$ cat config.mk
export PLATFORM = sky130hd
export DESIGN_NAME = shmac_unit
export DESIGN_NICKNAME = d
export VERILOG_FILES = /design/src/rtl/shmac_pkg.sv /design/src/rtl/shmac_half_pick.sv /design/src/rtl/shmac_hh_mul.sv /design/src/rtl/shmac_wh_mac.sv /design/src/rtl/shmac_long_acc.sv /design/src/rtl/shmac_unit.sv
export SDC_FILE = /design/constraint.sdc
export NUM_CORES = 2
export LEC_CHECK = 0
export CAP_MARGIN = 15
export CORE_ASPECT_RATIO = 0.7
export CORE_MARGIN = 3
export CORE_UTILIZATION = 60
export CTS_CLUSTER_DIAMETER = 100
export DETAILED_ROUTE_END_ITERATION = 7
export PLACE_DENSITY = 0.91
export SLEW_MARGIN = 25
export SYNTH_ARGS = -nofsm -noshare
export SYNTH_HDL_FRONTEND = slang
export SYNTH_SLANG_ARGS = --single-unit
$ cat constraint.sdc
create_clock -name clk -period 17.3 [get_ports clk]
set_input_delay 3.46 -clock clk [delete_from_list [all_inputs] [get_ports clk]]
set_output_delay 3.46 -clock clk [all_outputs]
set_load 0.01 [all_outputs]
$ cat src/rtl/shmac_pkg.sv
package shmac_pkg;

    typedef enum logic [1:0] {
        OP_HH_MUL  = 2'b00,
        OP_WH_MUL  = 2'b01,
        OP_WH_MAC  = 2'b10,
        OP_HH_LACC = 2'b11
    } shmac_op_e;

    // Signed overflow of an addition from the two addend signs and the sum sign.
    function automatic logic add_ovf(input logic sign_a, input logic sign_b, input logic sign_s);
        return (sign_a == sign_b) && (sign_s != sign_a);
    endfunction

    // True for operations that choose the first operand's halfword.
    function automatic logic uses_a_half(input shmac_op_e op);
        return (op == OP_HH_MUL) || (op == OP_HH_LACC);
    endfunction

endpackage

$ cat src/rtl/shmac_half_pick.sv
module shmac_half_pick #(
    parameter int W = 32,
    localparam int H = W / 2
) (
    input  logic [W-1:0]        word,
    input  logic                top,
    output logic signed [H-1:0] half
);
    always_comb begin
        half = top ? word[W-1:H] : word[H-1:0];
    end
endmodule

$ cat src/rtl/shmac_hh_mul.sv
module shmac_hh_mul #(
    parameter int W = 32,
    localparam int H = W / 2
) (
    input  logic signed [H-1:0] ha,
    input  logic signed [H-1:0] hb,
    output logic signed [W-1:0] prod
);
    logic signed [W-1:0] ha_x;
    logic signed [W-1:0] hb_x;

    always_comb begin
        ha_x = W'(ha);
        hb_x = W'(hb);
        prod = ha_x * hb_x;
    end
endmodule

$ cat src/rtl/shmac_wh_mac.sv
module shmac_wh_mac
    import shmac_pkg::*;
#(
    parameter int W = 32,
    localparam int H = W / 2,
    localparam int PW = W + H
) (
    input  logic signed [W-1:0] wa,
    input  logic signed [H-1:0] hb,
    input  logic        [W-1:0] acc,
    output logic        [W-1:0] scaled,
    output logic        [W-1:0] sum,
    output logic                ovf
);
    logic signed [PW-1:0] wa_x;
    logic signed [PW-1:0] hb_x;
    logic signed [PW-1:0] full;

    always_comb begin
        wa_x   = PW'(wa);
        hb_x   = PW'(hb);
        full   = wa_x * hb_x;
        scaled = full[PW-1:H];
        sum    = scaled + acc;
        ovf    = add_ovf(scaled[W-1], acc[W-1], sum[W-1]);
    end
endmodule

$ cat src/rtl/shmac_long_acc.sv
module shmac_long_acc #(
    parameter int W = 32,
    localparam int DW = 2 * W
) (
    input  logic [W-1:0] prod,
    input  logic [W-1:0] acc_hi,
    input  logic [W-1:0] acc_lo,
    output logic [W-1:0] sum_hi,
    output logic [W-1:0] sum_lo
);
    logic [DW-1:0] base;
    logic [DW-1:0] addend;
    logic [DW-1:0] total;

    always_comb begin
        base   = {acc_hi, acc_lo};
        addend = {{W{prod[W-1]}}, prod};
        total  = base + addend;
        sum_hi = total[DW-1:W];
        sum_lo = total[W-1:0];
    end
endmodule

$ cat src/rtl/shmac_unit.sv
module shmac_unit
    import shmac_pkg::*;
#(
    parameter int W = 32,
    localparam int H = W / 2
) (
    input  logic         clk,
    input  logic         rst,
    input  logic         in_valid,
    input  logic [1:0]   op_sel,
    input  logic         sel_a_top,
    input  logic         sel_b_top,
    input  logic [W-1:0] opa,
    input  logic [W-1:0] opb,
    input  logic [W-1:0] acc,
    input  logic [W-1:0] acc_hi,
    input  logic [W-1:0] acc_lo,
    output logic         out_valid,
    output logic [W-1:0] res_lo,
    output logic [W-1:0] res_hi,
    output logic         ovf_pulse
);
    shmac_op_e           op;
    logic signed [H-1:0] half_a;
    logic signed [H-1:0] half_b;
    logic signed [W-1:0] hh_prod;
    logic        [W-1:0] wh_scaled;
    logic        [W-1:0] wh_sum;
    logic                wh_ovf;
    logic        [W-1:0] la_hi;
    logic        [W-1:0] la_lo;
    logic        [W-1:0] nxt_lo;
    logic        [W-1:0] nxt_hi;
    logic                nxt_ovf;

    assign op = shmac_op_e'(op_sel);

    shmac_half_pick #(.W(W)) u_pick_a (.word(opa), .top(sel_a_top), .half(half_a));
    shmac_half_pick #(.W(W)) u_pick_b (.word(opb), .top(sel_b_top), .half(half_b));

    shmac_hh_mul #(.W(W)) u_hh_mul (.ha(half_a), .hb(half_b), .prod(hh_prod));

    shmac_wh_mac #(.W(W)) u_wh_mac (
        .wa(opa), .hb(half_b), .acc(acc),
        .scaled(wh_scaled), .sum(wh_sum), .ovf(wh_ovf)
    );

    shmac_long_acc #(.W(W)) u_long_acc (
        .prod(hh_prod), .acc_hi(acc_hi), .acc_lo(acc_lo),
        .sum_hi(la_hi), .sum_lo(la_lo)
    );

    always_comb begin
        nxt_lo  = '0;
        nxt_hi  = '0;
        nxt_ovf = 1'b0;
        unique case (op)
            OP_HH_MUL:  nxt_lo = hh_prod;
            OP_WH_MUL:  nxt_lo = wh_scaled;
            OP_WH_MAC: begin
                nxt_lo  = wh_sum;
                nxt_ovf = wh_ovf;
            end
            OP_HH_LACC: begin
                nxt_lo = la_lo;
                nxt_hi = la_hi;
            end
            default: ;
        endcase
    end

    always_ff @(posedge clk) begin
        if (rst) begin
            out_valid <= 1'b0;
            res_lo    <= '0;
            res_hi    <= '0;
            ovf_pulse <= 1'b0;
        end else begin
            out_valid <= in_valid;
            ovf_pulse <= in_valid & nxt_ovf;
            if (in_valid) begin
                res_lo <= nxt_lo;
                res_hi <= nxt_hi;
            end
        end
    end
endmodule

Word-level counts from Yosys, hierarchy flattened --
Cells that the tools add are included.
Operators by class: bitwise gates (word level) 1, eq/ne operators 5, reductions and logical operators 2, $add $sub $neg 2, $mul 2, mux-type cells 5
Operators by type and width (count):
- one-hot mux 32 bit (4 select lines) | 1
- adder 64 bit | 1
- multiplier 32 x 16 -> 48 bit | 1
- adder 32 bit | 1
- multiplier 16 x 16 -> 32 bit | 1
- two-way mux 16 bit | 2
- two-way mux 32 bit | 1
- equality test 2 bit (second input constant) | 2
- equality test 2 x 1 -> 1 bit (second input constant) | 1
- logical NOT 2 bit | 1
- AND 1 bit | 1
- equality test 1 bit | 1
- logical AND 1 bit | 1
- two-way mux 1 bit | 1
- inequality test 1 bit | 1
Storage, ports and cells: input port bits 167, bits in registers 66, output and inout port bits 66

Longest topological paths before layout --
depth in word-level cells 7, mapped depth 42

Modules after synthesis --
Synthesis repeated with hierarchy kept, for this count alone.
Second synthesis, totals: cell total of the unflattened synthesis 4173, area, all modules 36419.9 µm²
Modules (own cells, without submodules):
- shmac_wh_mac | area each 18646.6 µm², sequential area each 0.0 µm², cells each 2133, instances 1
- shmac_hh_mul | area each 10039.6 µm², sequential area each 0.0 µm², cells each 1126, instances 1
- shmac_long_acc | area each 3726.1 µm², sequential area each 0.0 µm², cells each 544, instances 1
- shmac_unit | area each 3509.6 µm², sequential area each 1321.3 µm², cells each 334, instances 1
- shmac_half_pick | area each 249.0 µm², sequential area each 0.0 µm², cells each 18, instances 2

Worst setup path before layout --
Ideal clock, no wire load.
kind input to register, from in sel_a_top, to reg res_hi[29], setup slack 3.666 ns, buffers on the path 4, arrival 13.505 ns, data required time 17.171 ns, stages 38, library setup time 0.129 ns, cell sequence clkbuf_1 > buf_1 > buf_1 > mux2i_1 > nor2_1 > fa_1 > inv_1 > fa_1 > inv_1 > fa_1 > fa_1 > fa_1 > inv_1 > fa_1 > inv_1 > ha_1 > o21ai_0 > o21bai_1 > (+2 left out) > a311oi_1 > nand4_1 > nand3b_1 > a21oi_1 > xnor2_1 > ha_1 > clkbuf_1 > a21oi_1 > o21ai_0 > a21oi_1 > o21a_1 > a2111oi_2 > o31ai_2 > o21a_1 > nor2_1 > a221oi_1 > xor2_1 > o21ai_0
Between the ends: word-level cells in the longest chain between the ends 4
RTL lines:
- start, declared | RTL line shmac_unit.sv:11 | input logic sel_a_top,
- two-way mux 16 bit | RTL line shmac_half_pick.sv:10 | half = top ? word[W-1:H] : word[H-1:0];
- multiplier 16 x 16 -> 32 bit | RTL line shmac_hh_mul.sv:15 | prod = ha_x * hb_x;
- adder 64 bit | RTL line shmac_long_acc.sv:18 | total = base + addend;
- two-way mux 32 bit | RTL line shmac_unit.sv:57 | unique case (op)
- end signal, assigned | RTL line shmac_unit.sv:83 | res_hi <= nxt_hi;
- end, declared | RTL line shmac_unit.sv:20 | output logic [W-1:0] res_hi,
No other way between the ends. A chain may end at the register's enable or synchronous reset.

Worst setup path after layout --
from in sel_b_top, to reg res_hi[29]
Between the ends: word-level cells in the longest chain between the ends 4
RTL lines:
- start, declared | RTL line shmac_unit.sv:12 | input logic sel_b_top,
- two-way mux 16 bit | RTL line shmac_half_pick.sv:10
- multiplier 16 x 16 -> 32 bit | RTL line shmac_hh_mul.sv:15
- adder 64 bit | RTL line shmac_long_acc.sv:18
- two-way mux 32 bit | RTL line shmac_unit.sv:57
No other way between the ends.

==> results.toml <==
[floorplanning]
die_y_um = 208.5
die_area_um2 = 61560
initial_core_util_pct = 61.27
fp.dieW_um = 295.3
pin_count = 233
core_area_um2 = 57360
num_rows = 73

[sta]
min_period_ns = 14.17
worst_pin_slew_ns = 1.144
setup_viol = 0
relSlewSlack_pct = 23.51
fmax_mhz = 70.55
finalHoldViolations = 0
tns_ns = 0
hold_slack_ns = 0.4615
grt_setup_unrepaired = "false"
final.period_utilization_pct = 81.93
worst_clock_skew_ns = 0
drv_slew = 0

[clocking]
clock_sinks = 66
hold_buffers = 0
numCtsBuffers = 9
clkSlewWorstSetupHoldPaths_ns = 0.06
cts_tree = "done"
post_cts_buffers = 0
ctsResizeCount = 0
cts-htree-levels = 3
insertion_delay_ns = 0.35
clockRootBuffer = "clkbuf_16"
clk_path_buf_depth = 2

[drt]
drtAntennaViolNets = 0
drt-wirelength-per-cell_um = 21.71
via_per_inst = 6.010
vias = 29970
topRoutingLayerUsed = "met5"
route.met3.wl_um = 14850
first_pass_iters = 6
wl_um = 108200
met2_wirelength_um = 47160
met1_length_um = 40050
drc = 0
drt_first_iter_violations = 3309

[finish]
drive_gt1_share_pct = 3.430
multi_input_area_um2 = 29810
final_nets = 5426
final_area_um2 = 38390
final_cells = 4986
area_delta_synth_final_pct = 9.228
regArea_um2 = 1321
fillers = 4375

[synthesis]
ys.flop_type = "dfxtp_1"
synth_compound_area_share_pct = 9.520
ys_warn_count = 0
synth_area_leaders = "fa_1 (43%), ha_1 (10%), inv_1 (9.6%)"
synth.largest_area_cell = "fa_1"
avgSynthCellArea_um2 = 8.539
synth_edf_count = 0
ys_types = 83
synth_cells = 4116
synth-simple-area-share_pct = 15.22
synth_xor_area_share_pct = 3.987
synth_top_family_by_area = "adder cells"
synth_area_um2 = 35140
synth_fa_ha_area_share_pct = 52.88
async_flop_share_pct = 0
yosys.area.top_type_share_pct = 42.66
yosys_register_bits = 66
synth_nets = 5319
ys_seq_area_share_pct = 3.759
muxShareOfSynthArea_pct = 3.065

[place]
dp.cells = 4962
post_dp_cell_area_um2 = 38050
gp_congestion = 1.045
dp_hpwl_um = 86560
numPortBuffers = 232

[run_status]
outcome = "complete, no violations"

[global_routing]
grt-ovfl-total = 0
antenna_found_initial = 10
first_global_vias = 32120
grt_usage_pct = 36.23
grt_pass1_wl_um = 172900
grt_max_degree = 55

[critical_path]
cp.arrival_ns = 14.39
end_kind = "flop"
cp-endpoint = "res_hi[29]$_SDFFE_PP0P_"
cp_max_fo = 34
cp.required_ns = 17.51
critPathMaxStageDelay_ns = 0.74
crit_slowest_cell = "a311oi_1"
cpMostUsedCell = "fa_1"
timing.rr.start = "res_lo[19]$_SDFFE_PP0P_"
reg2reg_depth = 4
startpoint = "sel_b_top"
worstReg2RegEnd = "res_lo[19]$_SDFFE_PP0P_"
path_class = "in2reg"
start_kind = "primary input"
ff2ff_setup_slack_ns = 16.39

[run]
maxCapViolCount = 0

[worst_hold_path]
min_path_type = "reg2reg"
## registers in the layout (all words and copies together), names as in the netlist
signal,flops
res_hi,32
res_lo,32
ovf_pulse,1
out_valid,1
## metrics by stage
| stage | util (%) | worst slack (ns) |
|---|---|---|
| global placement | 66.33 | 3.161 |
| finish | 66.92 | 3.126 |
| global route | 66.92 | 2.601 |
| CTS | 66.90 | 3.291 |
| detailed placement | 66.34 | 2.943 |
| floorplan | - | 3.666 |
## layout by cell type (no fill, tap or decap), drive strengths merged, types with 31 or more instances in the layout
cell type	Yosys	routed
nor2	216	216
mux2i	40	40
nand2	567	567
and2	179	179
inv	903	905
mux2	31	31
xnor2	107	107
nand2b	35	35
xor2	53	53
buf	9	48
a21o	72	72
clkdlybuf4s50	0	224
dfxtp	66	66
a21oi	165	165
ha	287	287
nor2b	67	67
o21ai	112	112
fa	749	749
## worst min path at each step
| stage | from | endpoint | slack, ns | cells past startpoint |
|---|---|---|---|---|
| after floorplan | res_hi[27]$_SDFFE_PP0P_ | res_hi[27]$_SDFFE_PP0P_ | 0.47 | 2 |
| after global placement | res_hi[11]$_SDFFE_PP0P_ | res_hi[11]$_SDFFE_PP0P_ | 0.44 | 2 |
| after detailed placement | res_hi[31]$_SDFFE_PP0P_ | res_hi[31]$_SDFFE_PP0P_ | 0.45 | 2 |
| after CTS | res_lo[26]$_SDFFE_PP0P_ | res_lo[26]$_SDFFE_PP0P_ | 0.46 | 2 |
| after global routing | res_lo[26]$_SDFFE_PP0P_ | res_lo[26]$_SDFFE_PP0P_ | 0.48 | 2 |
| final | res_lo[3]$_SDFFE_PP0P_ | res_lo[3]$_SDFFE_PP0P_ | 0.46 | 2 |
## area by class of cell
| cell class | instances | share of cell area, % |
|---|---|---|
| multi-input combinational | 2970 | 77.65 |
| inverter | 904 | 8.839 |
| antenna | 8 | 0.05215 |
| timing repair buffer | 272 | 6.727 |
| clock buffer | 9 | 0.5867 |
| sequential | 66 | 3.442 |
| clock inverter | 7 | 0.2575 |
| tap | 750 | 2.445 |
## critical path: cells and delay by family
| kind | cells | cell delay [ns] |
|---|---|---|
| AOI/OAI and AO/OA | 14 | 3.64 |
| xor gates and xnor gates | 2 | 0.32 |
| adders and majority gates | 8 | 3.77 |
| buffers and inverters | 9 | 2.00 |
| muxes | 1 | 0.57 |
| and+or+nand+nor | 4 | 0.57 |
## cells by family (layout without fill, tap and decap cells)
family / Yosys count / in the layout
simple gates: 1171 / 1171
buf+inv: 1080 / 1192
fa+ha+maj: 1036 / 1036
compound gates: 518 / 518
xor+xnor: 160 / 160
mux: 85 / 85
flops: 66 / 66
other cells: 0 / 8
## layer usage
layer | vias up | GRT usage, %
met5 | - | 0
met2 | 1999 | 54.37
met3 | 466 | 11.32
met4 | 2 | 17.64
li1 | 12790 | -
met1 | 14720 | 47.81
## synthesized netlist by cell type, types with 66 or more instances
library cell  count
inv_1           903
nand2_1         567
ha_1            287
and2_1          179
a21oi_1         163
clkbuf_1        167
a21o_1           72
xnor2_1         107
o21ai_0         104
fa_1            749
nor2b_1          67
nor2_1          216
dfxtp_1          66
Power is not shown: default switching activity piles up to over one toggle a cycle in this logic, so the estimate is an artifact.
